<file path="src/rtl/dbell_pkg.sv">
package dbell_pkg;

    // Byte width of one channel register window (0x20)
    localparam int WIN_W = 5;

    localparam logic [WIN_W-1:0] OFS_STATUS = 5'h00;
    localparam logic [WIN_W-1:0] OFS_SET    = 5'h08;
    localparam logic [WIN_W-1:0] OFS_CLEAR  = 5'h10;

    typedef enum logic [1:0] {
        RK_NONE,
        RK_STATUS,
        RK_SET,
        RK_CLEAR
    } reg_kind_e;

    typedef struct packed {
        logic      access;   // access phase in progress
        logic      in_range; // address lands in a channel window
        logic      blocked;  // non-secure access aimed at the secure channel
        reg_kind_e kind;
    } bus_dec_t;

    function automatic reg_kind_e kind_of(input logic [WIN_W-1:0] ofs);
        case (ofs)
            OFS_STATUS: return RK_STATUS;
            OFS_SET:    return RK_SET;
            OFS_CLEAR:  return RK_CLEAR;
            default:    return RK_NONE;
        endcase
    endfunction

endpackage

</file>
<file path="src/rtl/dbell_channel.sv">
module dbell_channel #(
    parameter int DATA_W = 32
) (
    input  logic              clk,
    input  logic              rst,
    input  logic              set_en,
    input  logic [DATA_W-1:0] set_data,
    input  logic              clr_en,
    input  logic [DATA_W-1:0] clr_data,
    output logic [DATA_W-1:0] status,
    output logic              irq
);

    logic [DATA_W-1:0] set_mask;
    logic [DATA_W-1:0] clr_mask;
    logic [DATA_W-1:0] status_nxt;

    always_comb begin
        set_mask   = set_en ? set_data : '0;
        clr_mask   = clr_en ? clr_data : '0;
        // set has priority over clear so a ringing event is never dropped
        status_nxt = (status & ~clr_mask) | set_mask;
    end

    always_ff @(posedge clk) begin
        if (rst) begin
            status <= '0;
            irq    <= 1'b0;
        end else begin
            status <= status_nxt;
            irq    <= |status;
        end
    end

    // every bit rung is pending on the next cycle
    a_r2_set_lands: assert property (@(posedge clk) disable iff (rst)
        set_en |=> ((status & $past(set_data)) == $past(set_data)));

    // a clear without a simultaneous set removes the written bits
    a_r3_clear_lands: assert property (@(posedge clk) disable iff (rst)
        (clr_en && !set_en) |=> ((status & $past(clr_data)) == '0));

    // no strobe, no change
    a_r4_hold: assert property (@(posedge clk) disable iff (rst)
        (!set_en && !clr_en) |=> $stable(status));

    // a nonzero ring raises the interrupt two edges later
    a_r5_raise: assert property (@(posedge clk) disable iff (rst)
        (set_en && (|set_data)) |=> ##1 irq);

    // a word idle at zero keeps the interrupt low
    a_r5_quiet: assert property (@(posedge clk) disable iff (rst)
        ((status == '0) && ($past(status) == '0)) |-> !irq);

endmodule

</file>
<file path="src/rtl/dbell_decode.sv">
module dbell_decode
    import dbell_pkg::*;
#(
    parameter int ADDR_W = 8,
    parameter int DATA_W = 32,
    parameter int N_CH   = 3
) (
    input  logic              bus_sel,
    input  logic              bus_enable,
    input  logic              bus_write,
    input  logic [ADDR_W-1:0] bus_addr,
    input  logic              ns_access,
    input  logic [DATA_W-1:0] stat_in [N_CH],
    output logic [N_CH-1:0]   set_en,
    output logic [N_CH-1:0]   clr_en,
    output logic [DATA_W-1:0] bus_rdata,
    output logic              slv_err
);

    localparam int CHSEL_W = ADDR_W - WIN_W;
    localparam int SEC_CH  = N_CH - 1;

    logic [CHSEL_W-1:0] ch_idx;
    bus_dec_t           dec;
    logic [N_CH-1:0]    ch_hit;

    assign ch_idx = bus_addr[ADDR_W-1:WIN_W];

    always_comb begin
        dec.access   = bus_sel && bus_enable;
        dec.in_range = (ch_idx < CHSEL_W'(N_CH));
        dec.blocked  = dec.in_range && (ch_idx == CHSEL_W'(SEC_CH)) && ns_access;
        dec.kind     = kind_of(bus_addr[WIN_W-1:0]);
    end

    for (genvar c = 0; c < N_CH; c++) begin : g_strobe
        assign ch_hit[c] = dec.access && (ch_idx == CHSEL_W'(c)) && !dec.blocked;
        assign set_en[c] = ch_hit[c] && bus_write && (dec.kind == RK_SET);
        assign clr_en[c] = ch_hit[c] && bus_write && (dec.kind == RK_CLEAR);
    end

    always_comb begin
        bus_rdata = '0;
        for (int c = 0; c < N_CH; c++) begin
            if (ch_hit[c] && !bus_write && (dec.kind == RK_STATUS))
                bus_rdata = stat_in[c];
        end
    end

    assign slv_err = dec.access && dec.blocked;

    // at most one channel strobed per access
    always_comb begin
        a_r6_one_target: assert ($onehot0(set_en | clr_en));
    end

endmodule

</file>
<file path="src/rtl/dbell_mailbox.sv">
module dbell_mailbox
    import dbell_pkg::*;
#(
    parameter int ADDR_W = 8,
    parameter int DATA_W = 32,
    parameter int N_CH   = 3
) (
    input  logic              clk,
    input  logic              rst,
    input  logic              bus_sel,
    input  logic              bus_enable,
    input  logic              bus_write,
    input  logic [ADDR_W-1:0] bus_addr,
    input  logic [DATA_W-1:0] bus_wdata,
    input  logic              ns_access,
    output logic [DATA_W-1:0] bus_rdata,
    output logic              slv_err,
    output logic [N_CH-1:0]   irq
);

    localparam int CHSEL_W = ADDR_W - WIN_W;
    localparam int SEC_CH  = N_CH - 1;

    logic [N_CH-1:0]   set_en;
    logic [N_CH-1:0]   clr_en;
    logic [DATA_W-1:0] stat_w [N_CH];

    dbell_decode #(
        .ADDR_W (ADDR_W),
        .DATA_W (DATA_W),
        .N_CH   (N_CH)
    ) u_decode (
        .bus_sel    (bus_sel),
        .bus_enable (bus_enable),
        .bus_write  (bus_write),
        .bus_addr   (bus_addr),
        .ns_access  (ns_access),
        .stat_in    (stat_w),
        .set_en     (set_en),
        .clr_en     (clr_en),
        .bus_rdata  (bus_rdata),
        .slv_err    (slv_err)
    );

    for (genvar c = 0; c < N_CH; c++) begin : g_ch
        dbell_channel #(
            .DATA_W (DATA_W)
        ) u_ch (
            .clk      (clk),
            .rst      (rst),
            .set_en   (set_en[c]),
            .set_data (bus_wdata),
            .clr_en   (clr_en[c]),
            .clr_data (bus_wdata),
            .status   (stat_w[c]),
            .irq      (irq[c])
        );
    end

    logic ns_to_secure;
    assign ns_to_secure = bus_sel && bus_enable && ns_access &&
                          (bus_addr[ADDR_W-1:WIN_W] == CHSEL_W'(SEC_CH));

    // non-secure access to the secure window is answered with an error
    a_r7_err: assert property (@(posedge clk) disable iff (rst)
        ns_to_secure |-> slv_err);

    // and leaves the secure word untouched
    a_r7_sealed: assert property (@(posedge clk) disable iff (rst)
        ns_to_secure |=> $stable(stat_w[SEC_CH]));

    // an error only ever answers a non-secure access phase
    a_r8_err_only: assert property (@(posedge clk) disable iff (rst)
        slv_err |-> (bus_sel && bus_enable && ns_access));

endmodule

</file>
<file path="config.mk">
export PLATFORM = sky130hd
export DESIGN_NAME = dbell_mailbox
export DESIGN_NICKNAME = d
export VERILOG_FILES = /design/src/rtl/dbell_pkg.sv /design/src/rtl/dbell_channel.sv /design/src/rtl/dbell_decode.sv /design/src/rtl/dbell_mailbox.sv
export SDC_FILE = /design/constraint.sdc
export NUM_CORES = 1
export LEC_CHECK = 0
export ABC_AREA = 1
export CELL_PAD_IN_SITES_DETAIL_PLACEMENT = 1
export CELL_PAD_IN_SITES_GLOBAL_PLACEMENT = 2
export CORE_MARGIN = 3
export CORE_UTILIZATION = 35
export DETAILED_ROUTE_END_ITERATION = 7
export DONT_BUFFER_PORTS = 1
export PLACE_DENSITY = 0.87
export SKIP_LAST_GASP = 1
export SYNTH_ARGS = -nofsm -noshare
export SYNTH_HDL_FRONTEND = slang
export SYNTH_SLANG_ARGS = --single-unit
export TNS_END_PERCENT = 100
</file>
<file path="constraint.sdc">
create_clock -name clk -period 2 [get_ports clk]
set_clock_uncertainty 0.05 [all_clocks]
set_input_delay 0.4 -clock clk [delete_from_list [all_inputs] [get_ports clk]]
set_output_delay 0.4 -clock clk [all_outputs]
set_load 0.02 [all_outputs]
</file>
## After elaboration in Yosys (flattened, before gate mapping)

Cells that the tools add are included.

| operators by class | value |
|---|---|
| equality and inequality tests | 7 |
| muxes and demuxes | 10 |
| bitwise gates (word level) | 9 |
| magnitude comparators | 1 |
| reductions and logical operators | 32 |

Operators by type and width:

| operator | number |
|---|---|
| $mux W32 | 9 |
| $and A32 B32 Y32 | 3 |
| $not A32 Y32 | 3 |
| $or A32 B32 Y32 | 3 |
| $reduce_or A32 Y1 | 3 |
| $logic_and A1 B1 Y1 | 25 |
| $pmux W2 S3 | 1 |
| $eq A5 B4 Y1 const B | 1 |
| $eq A5 B5 Y1 const B | 1 |
| $logic_not A5 Y1 | 1 |
| $eq A2 B2 Y1 const B | 2 |
| $eq A3 B1 Y1 const B | 1 |
| $eq A3 B2 Y1 const B | 1 |
| $logic_not A3 Y1 | 1 |
| $lt A3 B2 Y1 const B | 1 |
| $eq A2 B1 Y1 const B | 1 |
| $logic_not A1 Y1 | 2 |

| storage, ports and cells | value |
|---|---|
| output and inout bits | 36 |
| word-level logic and storage cells | 65 |
| bits in registers | 99 |
| input bits | 46 |

## Longest topological paths before layout

| depth | value |
|---|---|
| word-level depth | 11 |
| depth in mapped cells | 9 |
| depth with buffers taken out | 8 |

## Modules after synthesis

Synthesis repeated with hierarchy kept, for this count alone.

| second synthesis, totals | value |
|---|---|
| cell total of the unflattened synthesis | 850 |
| area total of the unflattened synthesis | 5664.2 sq um |

By module, submodules not included:

| module | seq. area each (sq um) | area each (sq um) | times used | cells each |
|---|---|---|---|---|
| dbell_channel | 660.6 | 1485.2 | 3 | 203 |
| dbell_decode | 0.0 | 1208.7 | 1 | 241 |

## Worst setup path before layout

OpenSTA, ideal clock, no wires.

| timing | value |
|---|---|
| path type | input -> output |
| start | input port bus_addr[7] |
| end | output port bus_rdata[11] |
| cell stages on the path | 8 |
| data required time | 1.550 ns |
| path buffers | 1 |
| path slack | 0.156 ns |
| data arrival time | 1.394 ns |
| cells stage by stage | nor2_1 > nand3_2 > inv_2 > clkbuf_1 > nand3_1 > nand3_1 > nand2_1 > inv_1 |

| on the way | value |
|---|---|
| longest elaborated chain between the ends | 10 |
| elaborated cells on any way between the ends | 22 |
| classes of those cells | 1 x order compare; 2 x eq/ne; 3 x mux; 16 x reduce/logical |

RTL lines:

| what | RTL line | source |
|---|---|---|
| start: declaration | dbell_mailbox.sv:13 | `input logic [ADDR_W-1:0] bus_addr,` |
| $lt A3 B2 Y1 or $eq A3 B2 Y1 (tied branches) | dbell_decode.sv:31, dbell_decode.sv:32, dbell_decode.sv:37 |  |
| $logic_and A1 B1 Y1 (2 in a row) | dbell_decode.sv:32 | `dec.blocked = dec.in_range && (ch_idx == CHSEL_W'(SEC_CH)) && ns_access;` |
| $logic_not A1 Y1 | dbell_decode.sv:37 | `assign ch_hit[c] = dec.access && (ch_idx == CHSEL_W'(c)) && !dec.blocked;` |
| $logic_and A1 B1 Y1 | dbell_decode.sv:37 |  |
| $logic_and A1 B1 Y1 (2 in a row) | dbell_decode.sv:45 | `if (ch_hit[c] && !bus_write && (dec.kind == RK_STATUS))` |
| $mux W32 (2 in a row) | dbell_decode.sv:45 |  |
| $mux W32 (*) | dbell_decode.sv:45 |  |
| end: declaration | dbell_mailbox.sv:16 | `output logic [DATA_W-1:0] bus_rdata,` |

Every way passes the cells marked *; elsewhere a longest branch is shown, timed or not.

## Worst setup path after layout

| timing | value |
|---|---|
| start | input port bus_addr[7] |
| end | output port bus_rdata[31] |

Same word-level chain as after synthesis.

==> out/results.md <==
| Stage | Item | This run |
|:---|:---|:---|
| finish | Diode count | 0 |
| grt | Sum of overflow across all layers after global routing | 0 |
| finish | Finished Layout Cells | 1048 |
| drt | DR pass1 iterations | 4 |
| drt | Per-cell routed wire length | 19.5 um |
| clocking | H-tree depth | 3 |
| floorplanning | Core area | 15500 sq um |
| logic synthesis | Synth area leaders | dfxtp_1 (35%), nand3_1 (20%), nand2_1 (11%), a21oi_1 (8.5%), nand4_1 (7.9%) |
| drt | Antenna-violating nets left | 0 |
| sta | Worst slew margin | 49.5% |
| drt | Overall routed net length | 20400 um |
| clocking | Largest buffer count on any clock path | 2 |
| sta | Final hold violation count | 0 |
| place | Count of placed standard cells including taps | 1029 |
| place | Final Wtd Congestion | 0.819 |
| worst setup path | FF-to-FF setup slack | 0.69 ns |
| logic synthesis | Register area share after synthesis | 34.9% |
| worst setup path | FF-to-FF End | g_ch[0].u_ch.irq |
| pwr | Clk network pwr share | 46.0% |
| logic synthesis | Number of distinct standard cells referenced by the synthesized netlist | 22 |
| worst setup path | Delay of the slowest cell on the worst path | 0.16 ns |
| pwr | Switching share of total power | 22.2% |
| sta | Count of final max-slew check failures | 0 |
| logic synthesis | Fraction of synthesized cell area taken by the top area cell type | 34.9% |
| clocking | TritonCTS Buffers | 9 |
| logic synthesis | Number of enable-type register cells in the synthesized netlist | 0 |
| logic synthesis | Synthesized flop and latch total | 99 |
| finish | Number of nets in the final layout | 878 |
| sta | Achievable Freq | 511 MHz |
| grt | Via count of the first global-routing pass | 6261 |
| worst setup path | Buffers & Inverters on Critical Path | 4 |
| floorplanning | Die Wd | 133 um |
| clocking | Worst-skew pair later-pin latency | 0.36 ns |
| pwr | Total power density per cell area | 608 nW/um^2 |
| pwr | Tot Pwr | 3.84 mW |
| drt | Post-detailed-route via-to-cell ratio | 5.82 |
| drt | Met3 layer wire length in the routed design | 989 um |
| clocking | Post-CTS Hold Fix Bufs | 0 |
| floorplanning | Count of boundary I/O pins | 82 |
| logic synthesis | Cells after Synth | 867 |
| worst setup path | Critical Path Sink Type | output port |
| worst setup path | Data required, critical path | 1.55 ns |
| logic synthesis | Synthesized area | 5690 sq um |
| clocking | Clock tree from TritonCTS | built |
| worst setup path | Reg2reg start | g_ch[0].u_ch.status[0] |
| place | Count of port buffers added during placement | 0 |
| worst setup path | Launching element type of the critical path | input pin |
| grt | Global-route wire length before repair | 32700 um |
| clocking | Root Buffer Master | clkbuf_16 |
| pwr | Static Leakage | 2.15 nW |
| worst setup path | Kind of critical path | in2out |
| drt | Count of vias placed by the detailed router | 6096 |
| floorplanning | Number of placement rows | 45 |
| finish | Layout cell share with drive strength beyond 1 | 10.2% |
| hold path | Number of cells on the worst hold path | 1 |
| sta | Setup Viol. Count Final | 0 |
| clocking | CTS sink cnt | 99 |
| hold path | Worst-case hold path end point | g_ch[1].u_ch.status[23] |
| hold path | HP Start | rst |
| drt | Initial detailed-routing violation count | 337 |
| grt | GR Util All Layers | 22.7% |
| logic synthesis | Top post-synthesis cells by count | nand3_1 (230), nand2_1 (162), dfxtp_1 (99) |
| pwr | Relative contribution of sequential cells to total power | 51.4% |
| pwr | Peak supply drop | 0.000413 V |
| drt | Routed wl met2 | 10100 um |
| logic synthesis | Most frequently used cell type in the post-synthesis netlist | nand3_1 |
| worst setup path | Critical Path, Cell by Cell | nor2_2, buf_4, nand3_2, inv_2, buf_12, nand3_1, nand3_1, nand2_1, inv_1 |
| floorplanning | Starting density of the core | 36.6% |
| sta | Worst slew pin tran | 0.758 ns |
| pwr | Part of the power in combinational logic | 2.6% |
| sta | Total negative slack | 0 ns |
| finish | Area growth syn-to-layout | 11.0% |
| worst setup path | Crit-path max FO | 16 |
| logic synthesis | Avg Cell Area, Syn | 6.56 sq um |
| sta | Share of the cycle needed by the critical path after routing | 97.8% |
| worst setup path | Slowest library cell on the worst path | buf_12 |
| drt | Routed length on met1 | 8850 um |
| clocking | Clock slew at the register clock pins of the worst setup and hold paths | 0.07 ns |
| grt | Largest net degree at the start of global routing | 100 |
| pwr | Switching pwr | 0.853 mW |
| worst setup path | Arrival time reported for the critical path endpoint | 1.51 ns |
| pwr | Int Pwr | 2.99 mW |
| logic synthesis | Top FF cell, synth | dfxtp_1 |
| place | DP Wirelength | 13400 um |
| hold path | Worst min-delay path class | in2reg |
| worst setup path | Cell class contributing the biggest share of worst-path delay | buffers and inverters |
| sta | Clock period minus final worst setup slack | 1.96 ns |
| floorplanning | Die Area | 17800 sq um |
| worst setup path | Worst setup startpoint | bus_addr[7] |
| logic synthesis | Total number of yosys warnings | 0 |
| run status | Outcome | finished, final reports clean |
| grt | Antenna violations before repair | 0 |
| run | Max cap viols | 0 |
| floorplanning | Vertical extent of the die | 133 um |
| drt | Top layer used by detailed routing | met4 |
| logic synthesis | Library cell occupying the most area in the post-synthesis netlist | dfxtp_1 |
| logic synthesis | Proportion of synthesized flip-flops having asynchronous set or reset | 0% |
| worst setup path | Worst Reg-to-Reg Cells | 6 |
| drt | Number of remaining DRC errors | 0 |
| logic synthesis | Syn Nets | 913 |
| finish | Share of the core filled with cells | 40.6% |
| worst setup path | Most used cell along the critical path | nand3_1 |
## layout make-up
type / instances / area (sq um)
Clock buffer: 15 / 288
Clock inverter: 1 / 5.00
Fill cell: 2020 / 9230
Inverter: 65 / 244
Multi-Input combinational cell: 625 / 3090
Sequential cell: 99 / 1980
Tap cell: 211 / 264
Timing Repair Buffer: 32 / 445
## power groups by stage
stage          logic [mW]  registers (mW)  clock network (mW)
3_3_place_gp       0.0894            2.02                   0
5_1_grt             0.107            1.97                1.87
3_5_place_dp       0.0926            2.02                   0
2_1_floorplan       0.104            2.02                   0
4_1_cts            0.0931            1.97                1.80
6_report           0.0999            1.97                1.77
## sequential cells by signal, summed over array words and instances, names as in the netlist
| signal | flops |
|---|---|
| g_ch.u_ch.irq | 3 |
| g_ch.u_ch.status | 96 |
## cell families after synthesis
| logic type | count (synthesis) | synth area share, % |
|---|---|---|
| AOI/OAI and AO/OA | 96 | 8.45 |
| buffers and inverters | 143 | 11.6 |
| DFF | 99 | 34.9 |
| and+or+nand+nor | 529 | 45.1 |
## layout by cell type (no fill, tap or decap), drive strengths merged
master,Yosys,layout
inv,65,65
clkbuf,25,16
nand2,163,163
nand3,232,232
a21oi,96,96
buf,53,31
or2,8,8
nor3b,1,1
clkinv,0,1
nor3,3,3
nand3b,2,2
dfxtp,99,99
nor2,42,42
nand4,72,72
nor4,6,6
## worst reg2reg max path: stages, from the launching register on
cell	delay (ns)
dfxtp_1	0.33
nor2_1	0.11
nand2_1	0.07
nor3_1	0.25
nand3b_1	0.19
nor2_1	0.15
nor2_1	0.05
## timing repair
action | 4_1_cts | 5_1_grt
pin swaps | 2 | 4
resized for setup | 1 | 23
gates cloned | 0 | 1
buffers inserted | 1 | 1
endpoints found under the setup margin | 2 | 32
## layer usage
layer / track usage (%) / vias to the layer above
met4: 6.86 / 0
met2: 39.4 / 124
li1: - / 2899
met5: 0 / -
met3: 5.70 / 35
met1: 27.8 / 3038
## metrics by stage
step / setup slack, ns / instance area, sq um / hold slack, ns
3_5_place_dp: -0.0111 / 5950 / 0.397
3_3_place_gp: 0.0263 / 5950 / 0.392
4_1_cts: -0.00375 / 6250 / 0.0533
2_1_floorplan: 0.156 / 5690 / 0.390
5_1_grt: -0.00920 / 6310 / 0.0536
6_report: 0.0440 / 6310 / 0.0595
## worst max path at each step
stage / endpoint / depth (start not counted) / slack [ns]
after detailed placement: bus_rdata[15] / 8 / -0.01
after global routing: bus_rdata[15] / 8 / -0.009
final: bus_rdata[31] / 9 / 0.04
after CTS: bus_rdata[24] / 8 / -0.004
after global placement: bus_rdata[15] / 8 / 0.03
after floorplan: bus_rdata[11] / 8 / 0.16
Power figures use the tool's default switching activity.
